===== config.mk =====
export PLATFORM = sky130hd
export DESIGN_NAME = pwd_watchdog
export DESIGN_NICKNAME = d
export VERILOG_FILES = /design/src/rtl/wdg_pkg.sv /design/src/rtl/wdg_keylock.sv /design/src/rtl/wdg_prescale.sv /design/src/rtl/wdg_count.sv /design/src/rtl/pwd_watchdog.sv
export SDC_FILE = /design/constraint.sdc
export NUM_CORES = 1
export LEC_CHECK = 0
export ABC_AREA = 1
export ABC_CLOCK_PERIOD_IN_PS = 2400
export BUFFER_PORTS_ARGS = -buffer_cell sky130_fd_sc_hd__buf_2
export CORE_ASPECT_RATIO = 1.5
export CORE_UTILIZATION = 37
export DETAILED_ROUTE_END_ITERATION = 12
export PLACE_DENSITY = 0.57
export RECOVER_POWER = 50
export SYNTH_ARGS = -nofsm -noshare
export SYNTH_HDL_FRONTEND = slang
export SYNTH_SLANG_ARGS = --single-unit

===== constraint.sdc =====
create_clock -name clk_i -period 2.4 [get_ports clk_i]
set_input_delay 0.24 -clock clk_i [delete_from_list [all_inputs] [get_ports clk_i]]
set_output_delay 0.24 -clock clk_i [all_outputs]
set_load 0.005 [all_outputs]

===== src/rtl/wdg_pkg.sv =====
package wdg_pkg;

    localparam int DATA_W   = 32;
    localparam int CNT_W    = 16;
    localparam int KEY_LSB  = 16;
    localparam int DSEL_LSB = 24;
    localparam int WSEL_LSB = 26;
    localparam int EN_BIT   = 31;

    localparam logic [7:0] KEY_OPEN   = 8'hBE;
    localparam logic [7:0] KEY_COMMIT = 8'hDC;

    typedef struct packed {
        logic             run;
        logic [1:0]       warn_sel;
        logic [1:0]       div_sel;
        logic [CNT_W-1:0] reload;
    } cfg_t;

    typedef enum logic {
        LOCKED = 1'b0,
        ARMED  = 1'b1
    } lock_e;

    function automatic cfg_t unpack_cfg(input logic [DATA_W-1:0] w);
        cfg_t c;
        c.run      = w[EN_BIT];
        c.warn_sel = w[WSEL_LSB +: 2];
        c.div_sel  = w[DSEL_LSB +: 2];
        c.reload   = w[CNT_W-1:0];
        return c;
    endfunction

    function automatic logic [DATA_W-1:0] pack_cfg(input cfg_t c);
        logic [DATA_W-1:0] w;
        w                 = '0;
        w[EN_BIT]         = c.run;
        w[WSEL_LSB +: 2]  = c.warn_sel;
        w[DSEL_LSB +: 2]  = c.div_sel;
        w[CNT_W-1:0]      = c.reload;
        return w;
    endfunction

endpackage


===== src/rtl/wdg_keylock.sv =====
module wdg_keylock
    import wdg_pkg::*;
(
    input  logic              clk_i,
    input  logic              rst_ni,
    input  logic              wr_i,
    input  logic              wr_ctrl_i,
    input  logic [DATA_W-1:0] wdata_i,
    output cfg_t              cfg_o,
    output logic              apply_o,
    output cfg_t              new_cfg_o
);

    typedef struct packed {
        lock_e st;
        cfg_t  cfg;
    } lock_state_t;

    lock_state_t s_d, s_q;
    logic [7:0]  key;

    always_comb begin
        s_d       = s_q;
        apply_o   = 1'b0;
        key       = wdata_i[KEY_LSB +: 8];
        new_cfg_o = unpack_cfg(wdata_i);
        if (wr_i) begin
            if (s_q.st == ARMED) begin
                s_d.st = LOCKED;
                if (wr_ctrl_i && key == KEY_COMMIT) begin
                    apply_o = 1'b1;
                    s_d.cfg = new_cfg_o;
                end
            end else if (wr_ctrl_i && key == KEY_OPEN) begin
                s_d.st = ARMED;
            end
        end
    end

    always_ff @(posedge clk_i or negedge rst_ni) begin
        if (!rst_ni) s_q <= '0;
        else         s_q <= s_d;
    end

    assign cfg_o = s_q.cfg;

    // the armed window lasts for one write only
    assert_one_write_window_R3: assert property (@(posedge clk_i) disable iff (!rst_ni)
        (s_q.st == ARMED && wr_i) |=> (s_q.st == LOCKED));

    // a write seen while locked never alters the configuration
    assert_locked_holds_cfg_R3: assert property (@(posedge clk_i) disable iff (!rst_ni)
        (s_q.st == LOCKED && wr_i) |=> $stable(s_q.cfg));

    // a commit installs exactly the configuration it carried
    assert_commit_installs_R2: assert property (@(posedge clk_i) disable iff (!rst_ni)
        apply_o |=> (cfg_o == $past(new_cfg_o)));

endmodule


===== src/rtl/wdg_prescale.sv =====
module wdg_prescale #(
    parameter int BASE_LOG2 = 6,
    parameter int STEP_LOG2 = 4
) (
    input  logic       clk_i,
    input  logic       rst_ni,
    input  logic       run_i,
    input  logic       restart_i,
    input  logic [1:0] sel_i,
    output logic       tick_o
);

    localparam int PW = BASE_LOG2 + 3 * STEP_LOG2;

    typedef struct packed {
        logic [PW-1:0] cnt;
    } pre_state_t;

    pre_state_t    s_d, s_q;
    logic [PW-1:0] lim;
    int            sh;

    always_comb begin
        s_d    = s_q;
        sh     = BASE_LOG2 + int'(sel_i) * STEP_LOG2;
        lim    = {PW{1'b1}} >> (PW - sh);
        tick_o = run_i && !restart_i && (s_q.cnt == lim);
        if (restart_i) begin
            s_d.cnt = '0;
        end else if (run_i) begin
            s_d.cnt = tick_o ? '0 : s_q.cnt + PW'(1);
        end
    end

    always_ff @(posedge clk_i or negedge rst_ni) begin
        if (!rst_ni) s_q <= '0;
        else         s_q <= s_d;
    end

    // a restart always begins a fresh period
    assert_restart_clears_R9: assert property (@(posedge clk_i) disable iff (!rst_ni)
        restart_i |=> (s_q.cnt == '0));

    generate
        if (BASE_LOG2 >= 1) begin : g_spacing
            // ticks are never back to back when the period is at least two
            assert_tick_spacing_R6: assert property (@(posedge clk_i) disable iff (!rst_ni)
                tick_o |=> !tick_o);
        end
    endgenerate

endmodule


===== src/rtl/wdg_count.sv =====
module wdg_count
    import wdg_pkg::*;
(
    input  logic             clk_i,
    input  logic             rst_ni,
    input  logic             run_i,
    input  logic             tick_i,
    input  logic             apply_i,
    input  logic [CNT_W-1:0] load_i,
    input  logic [1:0]       warn_sel_i,
    output logic [CNT_W-1:0] count_o,
    output logic             warn_o,
    output logic             expire_o
);

    typedef struct packed {
        logic [CNT_W-1:0] cnt;
        logic             spent;
        logic             warn;
        logic             expire;
    } cnt_state_t;

    cnt_state_t       s_d, s_q;
    logic [CNT_W-1:0] thr;
    logic [CNT_W-1:0] dec;

    always_comb begin
        s_d        = s_q;
        s_d.warn   = 1'b0;
        s_d.expire = 1'b0;
        thr        = {CNT_W{1'b1}} >> (int'(warn_sel_i) + 1);
        dec        = s_q.cnt - CNT_W'(1);
        if (apply_i) begin
            s_d.cnt   = load_i;
            s_d.spent = 1'b0;
        end else if (run_i && tick_i && !s_q.spent) begin
            if (s_q.cnt <= CNT_W'(1)) begin
                s_d.cnt    = '0;
                s_d.spent  = 1'b1;
                s_d.expire = 1'b1;
            end else begin
                s_d.cnt  = dec;
                s_d.warn = (dec == thr);
            end
        end
    end

    always_ff @(posedge clk_i or negedge rst_ni) begin
        if (!rst_ni) s_q <= '0;
        else         s_q <= s_d;
    end

    assign count_o  = s_q.cnt;
    assign warn_o   = s_q.warn;
    assign expire_o = s_q.expire;

    // expiry lasts one cycle
    assert_expire_one_cycle_R7: assert property (@(posedge clk_i) disable iff (!rst_ni)
        expire_o |=> !expire_o);

    // once spent, no second expiry without a new configuration
    assert_spent_silent_R7: assert property (@(posedge clk_i) disable iff (!rst_ni)
        (s_q.spent && !apply_i) |=> !expire_o);

    // the warning lasts one cycle
    assert_warn_one_cycle_R8: assert property (@(posedge clk_i) disable iff (!rst_ni)
        warn_o |=> !warn_o);

    // a stopped watchdog holds its count and stays silent
    assert_stopped_frozen_R10: assert property (@(posedge clk_i) disable iff (!rst_ni)
        (!run_i && !apply_i) |=> ($stable(count_o) && !expire_o && !warn_o));

    // a service suppresses both pulses on its edge
    assert_service_wins_R9: assert property (@(posedge clk_i) disable iff (!rst_ni)
        apply_i |=> (!expire_o && !warn_o && count_o == $past(load_i)));

endmodule


===== src/rtl/pwd_watchdog.sv =====
module pwd_watchdog
    import wdg_pkg::*;
#(
    parameter int ADDR_W        = 4,
    parameter int DIV_BASE_LOG2 = 6,
    parameter int DIV_STEP_LOG2 = 4
) (
    input  logic              clk_i,
    input  logic              rst_ni,
    input  logic [ADDR_W-1:0] reg_addr_i,
    input  logic              reg_we_i,
    input  logic [31:0]       reg_wdata_i,
    output logic [31:0]       reg_rdata_o,
    output logic              early_warn_o,
    output logic              expire_o
);

    localparam logic [ADDR_W-1:0] CTRL_OFS = ADDR_W'(0);
    localparam logic [ADDR_W-1:0] STAT_OFS = ADDR_W'(8);

    cfg_t             cfg_q;
    cfg_t             new_cfg;
    logic             apply;
    logic             tick;
    logic             wr_ctrl;
    logic [CNT_W-1:0] count;

    assign wr_ctrl = reg_we_i && (reg_addr_i == CTRL_OFS);

    wdg_keylock i_keylock (
        .clk_i     (clk_i),
        .rst_ni    (rst_ni),
        .wr_i      (reg_we_i),
        .wr_ctrl_i (wr_ctrl),
        .wdata_i   (reg_wdata_i),
        .cfg_o     (cfg_q),
        .apply_o   (apply),
        .new_cfg_o (new_cfg)
    );

    wdg_prescale #(
        .BASE_LOG2 (DIV_BASE_LOG2),
        .STEP_LOG2 (DIV_STEP_LOG2)
    ) i_prescale (
        .clk_i     (clk_i),
        .rst_ni    (rst_ni),
        .run_i     (cfg_q.run),
        .restart_i (apply),
        .sel_i     (cfg_q.div_sel),
        .tick_o    (tick)
    );

    wdg_count i_count (
        .clk_i      (clk_i),
        .rst_ni     (rst_ni),
        .run_i      (cfg_q.run),
        .tick_i     (tick),
        .apply_i    (apply),
        .load_i     (new_cfg.reload),
        .warn_sel_i (cfg_q.warn_sel),
        .count_o    (count),
        .warn_o     (early_warn_o),
        .expire_o   (expire_o)
    );

    always_comb begin
        reg_rdata_o = '0;
        if (reg_addr_i == CTRL_OFS) begin
            reg_rdata_o = pack_cfg(cfg_q);
        end else if (reg_addr_i == STAT_OFS) begin
            reg_rdata_o[EN_BIT]    = cfg_q.run;
            reg_rdata_o[CNT_W-1:0] = count;
        end
    end

    // warning and expiry thresholds never coincide
    assert_pulses_disjoint_R8: assert property (@(posedge clk_i) disable iff (!rst_ni)
        expire_o |-> !early_warn_o);

endmodule


## Word level (Yosys, flattened, before mapping)

Index checks and enable logic that the tools add are counted.

| storage, ports and cells | value |
|---|---|
| memories kept | 0 |
| bits in latches | 0 |
| bits in registers | 59 |
| output and inout port bits | 34 |
| bits in read-only memories | 0 |
| bits in writable memories | 0 |
| input bits | 39 |
| logic and storage cells | 58 |

| operators by class | value |
|---|---|
| multipliers | 0 |
| multiplexer cells | 20 |
| reductions and logical operators | 15 |
| $add $sub $neg | 5 |
| bitwise logic cells | 0 |
| order comparisons | 1 |
| divide/modulo/power cells | 0 |
| equal/unequal tests | 5 |
| shift operators | 2 |

Operators by type and width:

| kind | number |
|---|---|
| 2-to-1 mux 18 bit | 3 |
| 2-to-1 mux 16 bit | 3 |
| right shift 16 x 32 -> 16 bit (first input constant) | 1 |
| right shift 18 x 32 -> 18 bit (first input constant) | 1 |
| subtractor 6 x 32 -> 32 bit (first input constant) | 1 |
| 2-to-1 mux 19 bit | 1 |
| adder 18 x 1 -> 18 bit (second input constant) | 1 |
| == test 18 bit | 1 |
| 2-to-1 mux 17 bit | 1 |
| == test 16 bit | 1 |
| == test 8 bit (second input constant) | 2 |
| <= comparator 16 x 1 -> 1 bit (second input constant) | 1 |
| subtractor 16 x 1 -> 16 bit (second input constant) | 1 |
| 2-to-1 mux 12 bit | 1 |
| 2-to-1 mux 1 bit | 10 |
| logical AND 1 bit | 7 |
| nonzero test 2 bit | 3 |
| adder 3 x 4 -> 5 bit (first input constant) | 1 |
| == test 4 bit (second input constant) | 1 |
| zero test 4 bit | 1 |
| adder 2 x 1 -> 3 bit (second input constant) | 1 |
| AND reduction 3 bit | 1 |
| zero test 1 bit | 2 |
| 2-to-1 mux 2 bit | 1 |
| AND reduction 2 bit | 1 |

## Longest topological paths before layout

| depth | value |
|---|---|
| depth after elaboration | 13 |
| mapped depth | 14 |

## Cells and area by module

From an unflattened synthesis, not the netlist that was laid out.

| unflattened totals | value |
|---|---|
| cells, all modules | 631 |
| area total of the unflattened synthesis | 4,518.1 um2 |

Modules (own cells, without submodules):

| module | area each (um2) | instances | cells an instance |
|---|---|---|---|
| wdg_count | 1,490.2 | 1 | 217 |
| wdg_prescale | 1,300.0 | 1 | 180 |
| wdg_keylock | 1,290.0 | 1 | 152 |
| pwd_watchdog | 437.9 | 1 | 82 |

## Worst setup path after synthesis

No wires, ideal clock.

| timing path | value |
|---|---|
| path type | flip-flop to flip-flop |
| start | register i_keylock.s_q (netlist bit i_keylock.cfg_o[16]) |
| end | register i_count.s_q (netlist bit i_count.count_o[7]) |
| arrival | 1.685 ns |
| setup time | 0.130 ns |
| setup slack | 0.585 ns |
| stages on the path, launching flop included | 14 |
| path through | dfrtp_1 -> inv_1 -> ha_1 -> inv_1 -> nand2_1 -> nand3_1 -> nand2_1 -> nor2_2 -> nand2_2 -> nor2_8 -> nor2_8 -> buf_6 -> nand2_1 -> o211ai_2 |

| between the ends | value |
|---|---|
| longest elaborated chain between the ends | 8 |

RTL lines:

| what | RTL line | RTL |
|---|---|---|
| start: declaration | wdg_keylock.sv:19 | `lock_state_t s_d, s_q;` |
| start signal: assignment | wdg_keylock.sv:41 | `if (!rst_ni) s_q <= '0;` |
| start signal: assignment | wdg_keylock.sv:42 | `else s_q <= s_d;` |
| adder 3 x 4 -> 5 bit | wdg_prescale.sv:25 | `sh = BASE_LOG2 + int'(sel_i) * STEP_LOG2;` |
| subtractor 6 x 32 -> 32 bit | wdg_prescale.sv:26 | `lim = {PW{1'b1}} >> (PW - sh);` |
| right shift 18 x 32 -> 18 bit | wdg_prescale.sv:26 |  |
| == test 18 bit | wdg_prescale.sv:27 | `tick_o = run_i && !restart_i && (s_q.cnt == lim);` |
| logical AND 1 bit | wdg_prescale.sv:27 |  |
| logical AND 1 bit (2 in a row) | wdg_count.sv:36 | `end else if (run_i && tick_i && !s_q.spent) begin` |
| nonzero test 2 bit (no line) | n/a |  |
| end signal: assignment | wdg_count.sv:49 | `if (!rst_ni) s_q <= '0;` |
| end signal: assignment | wdg_count.sv:50 | `else s_q <= s_d;` |
| end: declaration | wdg_count.sv:23 | `cnt_state_t s_d, s_q;` |

Every way passes these cells.
A chain may end at the register's enable or synchronous reset.

## Worst setup path after layout

| timing path | value |
|---|---|
| start | input reg_addr_i[1] |
| end | output reg_rdata_o[5] |

| between the ends | value |
|---|---|
| longest elaborated chain between the ends | 3 |
| elaborated cells between the ends (all ways) | 4 |

RTL lines:

| what | RTL line | RTL |
|---|---|---|
| start: declaration | pwd_watchdog.sv:10 | `input logic [ADDR_W-1:0] reg_addr_i,` |
| == test 4 bit | pwd_watchdog.sv:70 | `end else if (reg_addr_i == STAT_OFS) begin` |
| 2-to-1 mux 16 bit | pwd_watchdog.sv:70 |  |
| 2-to-1 mux 16 bit * | pwd_watchdog.sv:68 | `if (reg_addr_i == CTRL_OFS) begin` |
| end: declaration | pwd_watchdog.sv:13 | `output logic [31:0] reg_rdata_o,` |

Every way passes the cells marked *; elsewhere a longest branch is shown, timed or not.

==> summary.txt <==
Status: complete, no violations
Max-slew headroom: 36.98%
RSZ-0062 raised after global routing: no
Register bit total from synthesis: 59
Min-delay src: reg_wdata_i[27]
Router iterations before antenna repair: 4
Fmax: 0.4793 GHz
Mapped cell area: 0.003831 sq mm
Worst-path fanout max: 16
Fin. Hold Viols: 0
Worst slew pin tran: 945.2 ps
Period utilisation layout: 86.93%
Post-DR wirelength/cell: 14.05 um
Multi-input gate area: 0.001931 sq mm
Peak supply drop: 0.4080 mV
Cell depth of the worst hold path: 3
Top-count cell post-synth: nand2_1
Avg Vias per Cell: 5.064
Placer Congestion: 0.8807
Synth Instances: 513
TritonCTS Buffers: 9
# port buffers: 58
WP data arrival: 1850 ps
Die Wd: 85.09 um
Largest net degree at the start of global routing: 33
GRT Total Usage: 19.90%
Fill cells: 1042
Die Span Y: 126.6 um
Commonest cells post-synth: nand2_1, inv_1, dfrtp_1, nor2_1, o21ai_0
Starting Density: 38.01%
Via count: 3545
Top cell type's share of synthesized area: 38.54%
Clk sinks: 59
HPWL after detailed placement: 7477 um
Cell Rows: 45
Post-CTS Setup Inserts: 0
Reg2Reg Depth: 11
Worst Path Required: 2160 ps
Sequential standard cell area: 0.001476 sq mm
Global route overflow: 0
Post-route DRC: 0
Synth warnings: 0
Total I/O pin count: 73
Slew Limit Fails: 0
R2r setup slk: 350 ps
Initial antenna violation count: 0
Layout cells sized above 1: 17.32%
Core area: 0.01008 sq mm
Root Driver: clkbuf_16
Sequential share of the synthesized area: 38.54%
P_leak: 2.529 nW
Synth top area cells: dfrtp_1, nand2_1, inv_1
Main flop type after synthesis: dfrtp_1
Final setup fails: 0
CTS tree: yes
Post-synth EDFFs: 0
Hold Path Sink: i_keylock.cfg_o[19]
Class of the worst hold path: in2reg
Final WL: 9836 um
Post-route ant nets: 0
Area Growth Syn to Fin: 16.59%
FFs w/ async S/R, synth: 100.0%
Max clock buf depth: 2
Worst r2r dst: i_count.count_o[15]
Number of global-route vias before repair: 3570
Setup_tns: 0 ps
Critical path type: in2out
CP startpoint: reg_addr_i[1]
Die Area: 0.01077 sq mm
Worst-path clk slew: 50 ps
Clock skew: 8.808 ps
DR iter-0 viols: 127
RR Startpoint: i_keylock.cfg_o[16]
Power consumption: 2.269 mW
Syn_area_per_cell: 7.468 sq um
H-tree Lvls: 3
Min Tclk post-route: 2086 ps
CP Capture Type: primary output
Power Dens Cells: 508.0 mW/mm^2
Max-Cap Viols: 0
Final #Nets: 623
Yosys top cell by area: dfrtp_1
First-pass GRT wire length: 16480 um
Critical path startpoint category: input pin
Clk_lat worst skew: 330 ps
Synth cell types: 41
Diodes inserted: 0
==> how the worst max path moves through the flow <==
stage / endpoint / slack (ps) / cells after the start
6_report: reg_rdata_o[5] / 310 / 6
5_1_grt: i_count.warn_o / 160 / 10
4_1_cts: i_count.count_o[15] / 310 / 11
3_5_place_dp: i_count.count_o[15] / 320 / 11
3_3_place_gp: i_count.count_o[3] / 340 / 11
2_1_floorplan: i_count.count_o[7] / 580 / 13
==> layer usage <==
metal | track usage [%] | up-vias | routed length (um)
met5 | 0 | - | 0
met4 | 11.47 | 0 | 395
met3 | 2.863 | 26 | 252
met2 | 37.14 | 82 | 5331
met1 | 20.90 | 1669 | 3858
li1 | - | 1768 | -
==> critical path, cell delays in order <==
cell      delay, ps
buf_2           100
nor2_1          480
nand2_4          90
clkbuf_1        430
o22ai_1         350
buf_2           160
==> power by group <==
group	switching (mW)	total [mW]	internal, mW
clock network	0.436	1.19	0.751
logic	0.0527	0.0858	0.0331
registers	0.0000305	0.996	0.996
==> placed cells by master, fill, tap and decap left out, types with 3 or more instances in the layout <==
| cell type | n |
|---|---|
| buf_2 | 58 |
| nand2_1 | 129 |
| o211ai_1 | 5 |
| o22ai_1 | 22 |
| nor2_1 | 62 |
| o21ai_0 | 35 |
| xnor2_1 | 3 |
| inv_2 | 3 |
| dfrtp_1 | 59 |
| nand4_1 | 9 |
| nor3_1 | 4 |
| clkbuf_1 | 5 |
| clkbuf_16 | 9 |
| o211ai_2 | 10 |
| ha_1 | 6 |
| conb_1 | 11 |
| nand3_1 | 35 |
| inv_1 | 73 |
| xor2_1 | 12 |
==> layout make-up <==
cell class                      count  area share [%]
Clock buffer                       14           5.910
Inverter                           77           6.527
Timing Repair Buffer               65           7.787
Clock inverter                      2          0.2241
Tap cell                          117           3.277
Multi-Input combinational cell    366           43.22
Sequential cell                    59           33.05
==> cell families after synthesis <==
kind of cell               Yosys count  synth area share [%]
AOI/OAI and AO/OA                   79                 13.75
xor gates and xnor gates            16                 4.017
adders and majority gates            6                 1.959
buffers and inverters               98                 11.27
DFF                                 59                 38.54
other                                1               0.09788
and+or+nand+nor                    254                 30.37
==> sequential cells by signal (all words and copies together) (netlist names) <==
register and count:
i_count.s_q 1, i_keylock.cfg_o 21, i_keylock.s_q 1, i_count.count_o 16, i_count.warn_o 1, i_count.expire_o 1
i_prescale.s_q 18
==> timing repair <==
action | 4_1_cts | 5_1_grt
hold buffers | 1 | 0
setup endpoints to repair | 0 | 0
resized for setup | 0 | 0
hold endpoints to repair | 28 | 0
==> metrics by stage <==
stage | cell area [sq um] | setup WS [ps] | utilization, % | instances | hold WS [ps]
6_report | 4467 | 313.7 | 44.32 | 700 | 121.6
5_1_grt | 4467 | 159.9 | 44.32 | 700 | 130.7
4_1_cts | 4519 | 312.5 | 44.84 | 700 | 114.0
3_5_place_dp | 4235 | 324.5 | 42.02 | 683 | 339.4
3_3_place_gp | 4235 | 337.9 | 42.02 | 683 | 339.2
2_1_floorplan | 3869 | 584.8 | - | 523 | -55.59
(Power assumes the default switching activity.)
